`src/rtl/gpio_irq_pkg.sv`:
```
package gpio_irq_pkg;

    // Word offsets of the registers (bit n of each belongs to line n)
    typedef enum logic [2:0] {
        OFS_DATA = 3'd0,
        OFS_OUT  = 3'd1,
        OFS_DIR  = 3'd2,
        OFS_MASK = 3'd3,
        OFS_POL  = 3'd4,
        OFS_EDGE = 3'd5,
        OFS_BYP  = 3'd6
    } reg_ofs_e;

    // Bus transfer phases
    typedef enum logic [1:0] {
        BUS_IDLE  = 2'd0,
        BUS_ARMED = 2'd1,
        BUS_DONE  = 2'd2
    } bus_state_e;

endpackage

```
`src/rtl/gpio_sync.sv`:
```
module gpio_sync #(
    parameter int WIDTH = 32
) (
    input  logic             clk,
    input  logic             rst_n,
    input  logic [WIDTH-1:0] raw_in,
    output logic [WIDTH-1:0] synced
);
    logic [WIDTH-1:0] stage1_q;
    logic [WIDTH-1:0] stage2_q;

    always_ff @(posedge clk) begin
        if (!rst_n) begin
            stage1_q <= '0;
            stage2_q <= '0;
        end else begin
            stage1_q <= raw_in;
            stage2_q <= stage1_q;
        end
    end

    assign synced = stage2_q;
endmodule

```
`src/rtl/gpio_regfile.sv`:
```
module gpio_regfile
    import gpio_irq_pkg::*;
#(
    parameter int          NUM_LINES = 32,
    parameter logic [31:0] IRQ_LINES = 32'hFFFF_FFFF
) (
    input  logic                 pclk,
    input  logic                 presetn,
    input  logic                 psel,
    input  logic                 penable,
    input  logic                 pwrite,
    input  logic [2:0]           paddr,
    input  logic [31:0]          pwdata,
    output logic [31:0]          prdata,
    input  logic [NUM_LINES-1:0] data_in,
    output logic [NUM_LINES-1:0] out_q,
    output logic [NUM_LINES-1:0] dir_q,
    output logic [NUM_LINES-1:0] mask_q,
    output logic [NUM_LINES-1:0] pol_q,
    output logic [NUM_LINES-1:0] edge_q,
    output logic [NUM_LINES-1:0] byp_q
);
    localparam logic [NUM_LINES-1:0] CAP_MASK = IRQ_LINES[NUM_LINES-1:0];

    bus_state_e state_q, state_d;
    logic       access_ok;
    logic       wr_en;

    // State register
    always_ff @(posedge pclk) begin
        if (!presetn) state_q <= BUS_IDLE;
        else          state_q <= state_d;
    end

    // Next state and phase outputs
    always_comb begin
        state_d   = state_q;
        access_ok = 1'b0;
        unique case (state_q)
            BUS_IDLE: begin
                if (psel && !penable) state_d = BUS_ARMED;
            end
            BUS_ARMED: begin
                if (psel && penable) begin
                    access_ok = 1'b1;
                    state_d   = BUS_DONE;
                end else if (!psel) begin
                    state_d = BUS_IDLE;
                end
            end
            BUS_DONE: begin
                if (psel && !penable) state_d = BUS_ARMED;
                else                  state_d = BUS_IDLE;
            end
            default: state_d = BUS_IDLE;
        endcase
    end

    assign wr_en = access_ok && pwrite;

    always_ff @(posedge pclk) begin
        if (!presetn) begin
            out_q  <= '0;
            dir_q  <= '0;
            mask_q <= '0;
            pol_q  <= '0;
            edge_q <= '0;
            byp_q  <= '0;
        end else if (wr_en) begin
            case (paddr)
                OFS_OUT:  out_q  <= pwdata[NUM_LINES-1:0];
                OFS_DIR:  dir_q  <= pwdata[NUM_LINES-1:0];
                OFS_MASK: mask_q <= pwdata[NUM_LINES-1:0];
                OFS_POL:  pol_q  <= pwdata[NUM_LINES-1:0] & CAP_MASK;
                OFS_EDGE: edge_q <= pwdata[NUM_LINES-1:0];
                OFS_BYP:  byp_q  <= pwdata[NUM_LINES-1:0];
                default:  ;
            endcase
        end
    end

    always_comb begin
        prdata = '0;
        if (access_ok && !pwrite) begin
            case (paddr)
                OFS_DATA: prdata[NUM_LINES-1:0] = data_in;
                OFS_OUT:  prdata[NUM_LINES-1:0] = out_q;
                OFS_DIR:  prdata[NUM_LINES-1:0] = dir_q;
                OFS_MASK: prdata[NUM_LINES-1:0] = mask_q;
                OFS_POL:  prdata[NUM_LINES-1:0] = pol_q;
                OFS_EDGE: prdata[NUM_LINES-1:0] = edge_q;
                OFS_BYP:  prdata[NUM_LINES-1:0] = byp_q;
                default:  prdata = '0;
            endcase
        end
    end


    naked_access_chk: assert property (@(posedge pclk) disable iff (!presetn)
        (state_q == BUS_IDLE && psel && penable)
        |=> ($stable(out_q) && $stable(dir_q) && $stable(mask_q)
             && $stable(pol_q) && $stable(edge_q) && $stable(byp_q)));


    done_after_access_chk: assert property (@(posedge pclk) disable iff (!presetn)
        (state_q == BUS_DONE) |-> $past(psel && penable));
endmodule

```
`src/rtl/gpio_irq_gen.sv`:
```
module gpio_irq_gen #(
    parameter int          NUM_LINES = 32,
    parameter logic [31:0] IRQ_LINES = 32'hFFFF_FFFF
) (
    input  logic                 clk,
    input  logic                 rst_n,
    input  logic [NUM_LINES-1:0] smp,
    input  logic [NUM_LINES-1:0] mask_q,
    input  logic [NUM_LINES-1:0] pol_q,
    input  logic [NUM_LINES-1:0] edge_q,
    output logic [NUM_LINES-1:0] irq
);
    logic [NUM_LINES-1:0] prev_q;

    always_ff @(posedge clk) begin
        if (!rst_n) prev_q <= '0;
        else        prev_q <= smp;
    end

    for (genvar i = 0; i < NUM_LINES; i++) begin : g_line
        if (IRQ_LINES[i]) begin : g_cap
            logic hit;
            always_comb begin
                if (edge_q[i]) hit = pol_q[i] ? (smp[i] & ~prev_q[i]) : (~smp[i] & prev_q[i]);
                else           hit = pol_q[i] ? smp[i] : ~smp[i];
            end
            assign irq[i] = mask_q[i] & hit;


            edge_pulse_chk: assert property (@(posedge clk) disable iff (!rst_n)
                (irq[i] && edge_q[i] && $past(edge_q[i]) && $stable(pol_q[i]))
                |-> !$past(irq[i]));


            level_hold_chk: assert property (@(posedge clk) disable iff (!rst_n)
                ($past(irq[i]) && !edge_q[i] && !$past(edge_q[i]) && $stable(smp[i])
                 && $stable(mask_q[i]) && $stable(pol_q[i]))
                |-> irq[i]);
        end else begin : g_none
            assign irq[i] = 1'b0;
        end
    end
endmodule

```
`src/rtl/gpio_irq_port.sv`:
```
module gpio_irq_port #(
    parameter int          NUM_LINES = 32,
    parameter logic [31:0] IRQ_LINES = 32'hFFFF_FFFF
) (
    input  logic                 pclk,
    input  logic                 presetn,
    input  logic                 psel,
    input  logic                 penable,
    input  logic                 pwrite,
    input  logic [2:0]           paddr,
    input  logic [31:0]          pwdata,
    output logic [31:0]          prdata,
    input  logic [NUM_LINES-1:0] pin_in,
    input  logic [NUM_LINES-1:0] alt_out,
    input  logic [NUM_LINES-1:0] alt_oe,
    output logic [NUM_LINES-1:0] pin_out,
    output logic [NUM_LINES-1:0] pin_oe,
    output logic [NUM_LINES-1:0] irq
);
    logic [NUM_LINES-1:0] smp;
    logic [NUM_LINES-1:0] out_q, dir_q, mask_q, pol_q, edge_q, byp_q;

    gpio_sync #(.WIDTH(NUM_LINES)) u_sync (
        .clk    (pclk),
        .rst_n  (presetn),
        .raw_in (pin_in),
        .synced (smp)
    );

    gpio_regfile #(.NUM_LINES(NUM_LINES), .IRQ_LINES(IRQ_LINES)) u_regs (
        .pclk    (pclk),
        .presetn (presetn),
        .psel    (psel),
        .penable (penable),
        .pwrite  (pwrite),
        .paddr   (paddr),
        .pwdata  (pwdata),
        .prdata  (prdata),
        .data_in (smp),
        .out_q   (out_q),
        .dir_q   (dir_q),
        .mask_q  (mask_q),
        .pol_q   (pol_q),
        .edge_q  (edge_q),
        .byp_q   (byp_q)
    );

    gpio_irq_gen #(.NUM_LINES(NUM_LINES), .IRQ_LINES(IRQ_LINES)) u_irq (
        .clk    (pclk),
        .rst_n  (presetn),
        .smp    (smp),
        .mask_q (mask_q),
        .pol_q  (pol_q),
        .edge_q (edge_q),
        .irq    (irq)
    );

    for (genvar i = 0; i < NUM_LINES; i++) begin : g_pad
        assign pin_out[i] = byp_q[i] ? alt_out[i] : out_q[i];
        assign pin_oe[i]  = byp_q[i] ? alt_oe[i]  : dir_q[i];
    end
endmodule

```
`config.mk`:
```
export PLATFORM = sky130hd
export DESIGN_NAME = gpio_irq_port
export DESIGN_NICKNAME = d
export VERILOG_FILES = /design/src/rtl/gpio_irq_pkg.sv /design/src/rtl/gpio_sync.sv /design/src/rtl/gpio_regfile.sv /design/src/rtl/gpio_irq_gen.sv /design/src/rtl/gpio_irq_port.sv
export SDC_FILE = /design/constraint.sdc
export NUM_CORES = 1
export LEC_CHECK = 0
export ABC_AREA = 0
export BUFFER_PORTS_ARGS = -buffer_cell sky130_fd_sc_hd__clkbuf_2
export CORE_ASPECT_RATIO = 1.5
export CORE_MARGIN = 4
export CORE_UTILIZATION = 50
export DETAILED_ROUTE_END_ITERATION = 6
export PLACE_DENSITY = 0.73
export SYNTH_ARGS = -nofsm -noshare
export SYNTH_HDL_FRONTEND = slang
export SYNTH_SLANG_ARGS = --single-unit
export TNS_END_PERCENT = 20
```
`constraint.sdc`:
```
create_clock -name pclk -period 2 [get_ports pclk]
set_input_delay 0.1 -clock pclk [delete_from_list [all_inputs] [get_ports pclk]]
set_output_delay 0.1 -clock pclk [all_outputs]
set_load 0.05 [all_outputs]
```
==> run_results.csv <==
group,metric,value,unit
logic_synthesis,sequential_area_share_after_synthesis,41.66,%
run,maxCapViolCount,0,
setup_path,timing.critical_path.arrival,2.12,ns
detailed_routing,avgRoutedWirePerCell,21.78,um
clocking,root_buffer,"clkbuf_16",
pwr,power.share.switching,22.71,%
sta,finalCritPeriodShare,111.0,%
clocking,clk_path_buf_depth,3,
setup_path,highest_fanout_seen_on_the_critical_path,24,
outcome,violations,"setup timing",
floorplan,floorplan.die.width,144.3,um
clocking,number_of_buffers_created_by_cts,28,
global_routing,first_global_vias,13770,
logic_synthesis,yosys.area_share.adder,0,%
min_path,hold_path.class,"in -> reg",
sta,finalWorstSetupSlack,-0.2209,ns
sta,timing.max_slew.rel_slack,47.71,%
pwr,internal_power,9779,uW
floorplan,initial_utilization,50.85,%
floorplan,placeableCoreArea,0.02741,sq mm
logic_synthesis,synth_warnings,0,
final_layout,layout.cells.most_common,"dfxtp_1",
setup_path,worstSetupEndpointType,"primary output",
sta,tightest_slew,0.7843,ns
pwr,cellLeakagePower,0.006795,uW
global_routing,all_layer_gr_usage,29.59,%
logic_synthesis,post_synth.cell_area_avg,8.940,sq um
final_layout,drive_gt1_share,29.47,%
logic_synthesis,syn_nets,1695,
setup_path,worstSetupStartpointType,"flip-flop",
final_layout,leading_cell_types_in_the_layout_fill_and_taps_excluded,"dfxtp_1, clkbuf_2, nand3_1",
detailed_routing,detailroute.via_count,13830,
pwr,seqPwrFrac,46.7,%
clocking,cts_num_sinks,290,
sta,grt_setup_unrepaired,"yes",
pwr,irDropWorstVdd,0.6265,mV
pwr,clkPwrFrac,45.5,%
detailed_routing,drc_errors,0,
logic_synthesis,yosys.area_share.xor_xnor,0,%
pwr,pwr_density_cell,701.7,mW/mm^2
setup_path,cp.required,1.90,ns
floorplan,rows,74,
floorplan,floorplan.die.height,212.5,um
pwr,power.combinational.fraction,7.8,%
detailed_routing,drt_first_iter_violations,1411,
logic_synthesis,ys_seq_elements,290,
clocking,cts.htree.levels,1,
clocking,clkSlewWorstSetupHoldPaths,0.07,ns
placed_design,io_buffers,263,
logic_synthesis,dominant_combinational_cell_family_by_area_after_synthesis,"compound AO/OA/AOI/OAI gates",
placed_design,post-dp-hpwl,29.62,mm
sta,timing.hold.ws,0.1600,ns
logic_synthesis,synthesis.area,0.01394,sq mm
logic_synthesis,yosys.cell_types.count,36,
final_layout,insertedDiodeCount,0,
logic_synthesis,synth.mux.area_fraction,10.42,%
placed_design,globalplace.congestion,0.8532,
global_routing,grt_max_degree,193,
final_layout,design.final.nets,1969,
clocking,skew_pair_late_insertion_delay,0.55,ns
logic_synthesis,synth-compound-area-share,25.52,%
detailed_routing,dr.pass1.iters,5,
detailed_routing,ant_nets,0,
sta,report.final.hold_viol_count,0,
detailed_routing,detail_route.wirelength,47.81,mm
logic_synthesis,synth_cells,1559,
floorplan,io_pins,264,
final_layout,final.fill_count,2181,
placed_design,placed_area,0.01598,sq mm
detailed_routing,routed_via_density,6.303,
global_routing,global_route.overflow_total,0,
clocking,cts_tree,"built",
sta,fmax,450.3,MHz
sta,setup_viol,32,
final_layout,synthToLayoutAreaGrowth,29.37,%
global_routing,grt_antenna_before_repair,1,
setup_path,critical_path_class,"reg -> out",
final_layout,postLayoutCellArea,0.01803,sq mm
logic_synthesis,synth-simple-area-share,17.08,%
global_routing,grt_pass1_wl,73.00,mm
sta,timing.clock.skew,0.01670,ns
floorplan,fp.dieArea,0.03066,sq mm
sta,final-max-slew-violation-count,0,
outcome,outcome,"finished with violations",
pwr,netSwitchingPower,2873,uW
sta,fin_crit,2.221,ns
-- synth_stat cells (all sizes together) --
master | count | share of area, %
a211oi | 1 | 0.054
a21boi | 192 | 10
a21oi | 32 | 1.1
a221oi | 1 | 0.063
a22oi | 7 | 0.38
a311o | 1 | 0.072
a31oi | 31 | 1.4
a32oi | 55 | 3.5
and2 | 97 | 4.4
and2b | 1 | 0.054
and3b | 1 | 0.063
and4b | 4 | 0.29
and4bb | 2 | 0.18
buf | 76 | 3.1
clkbuf | 79 | 2.1
dfxtp | 290 | 42
inv | 2 | 0.054
mux2 | 127 | 10
mux4 | 1 | 0.16
nand2 | 57 | 1.5
nand3 | 199 | 7.1
nand4b | 4 | 0.25
nand4bb | 3 | 0.24
nor2 | 2 | 0.072
nor2b | 35 | 1.6
nor3 | 34 | 1.3
nor4bb | 1 | 0.072
o21a | 32 | 1.7
o21ai | 192 | 6.9
-- through the flow --
stage | cells | utilization, % | setup slack [ns] | power (uW) | setup TNS [ns]
after floorplan | 1559 | - | -0.1166 | 6444 | -3.498
after global placement | 2076 | 58.30 | 0.2169 | 6872 | 0
after detailed placement | 2076 | 58.30 | 0.1637 | 6884 | 0
after CTS | 2195 | 65.41 | -0.1984 | 12660 | -5.197
after global routing | 2195 | 65.79 | -0.2574 | 12970 | -6.743
final | 2195 | 65.79 | -0.2209 | 12650 | -5.406
-- area by class of cell --
cell class              count  area [sq um]  area share [%]
clock buffers              45         915.9           5.079
clock inverters             5         100.1          0.5551
inverters                   2         7.507         0.04163
multi-input cells        1112          7666           42.52
flip-flops and latches    290          5807           32.20
well taps                 342         427.9           2.373
repair buffers            399          3107           17.23
-- repair_timing --
item,CTS,global route
gates resized for setup,48,20
endpoints found under the setup margin,32,32
hold endpoints to repair,227,0
hold buffers,68,0
buffers inserted,1,0
-- power groups by stage --
stage                     clock (uW)  sequential [uW]  combinational, uW
final                           5760             5910                986
after global routing            6020             5910               1030
after CTS                       5790             5910                960
after detailed placement           0             6040                848
after global placement             0             6030                840
after floorplan                    0             6020                426
-- worst max-delay path, stage by stage (launching register included) --
cell and delay, ns:
dfxtp_2 0.33, nand4b_1 0.20, a311o_2 0.37, buf_12 0.19, a31oi_1 0.24, clkbuf_8 0.24
-- kinds of logic after synthesis --
family / count (synthesis)
buf+inv: 157
compound gates: 544
flops: 290
mux: 128
simple gates: 440
-- final timing paths --
path,startpoint,slack (ns),cells past startpoint,end
setup / recovery,u_regs.state_q[1],-0.22,5,prdata[0]
hold / removal,penable,0.16,3,u_regs.state_q[1]
setup reg to reg,u_regs.state_q[1],0.21,5,u_regs.dir_q[10]
hold reg to reg,u_sync.stage1_q[19],0.43,1,u_sync.synced[19]
-- registers in the layout, indices dropped and copies added (netlist names) --
signal / count
u_regs.mask_q: 32
u_regs.edge_q: 32
u_regs.pol_q: 32
u_regs.dir_q: 32
u_regs.state_q: 2
u_regs.byp_q: 32
u_sync.stage1_q: 32
u_regs.out_q: 32
u_irq.prev_q: 32
u_sync.synced: 32
-- metal layers --
metal / wire length, um / track usage [%] / vias up
li1: - / - / 6220
met1: 17570 / 35.35 / 6630
met2: 23600 / 49.86 / 780
met3: 3790 / 4.185 / 202
met4: 2846 / 17.83 / 2
met5: 13 / 0 / -
No activity file was read; power rests on OpenSTA's default activity.
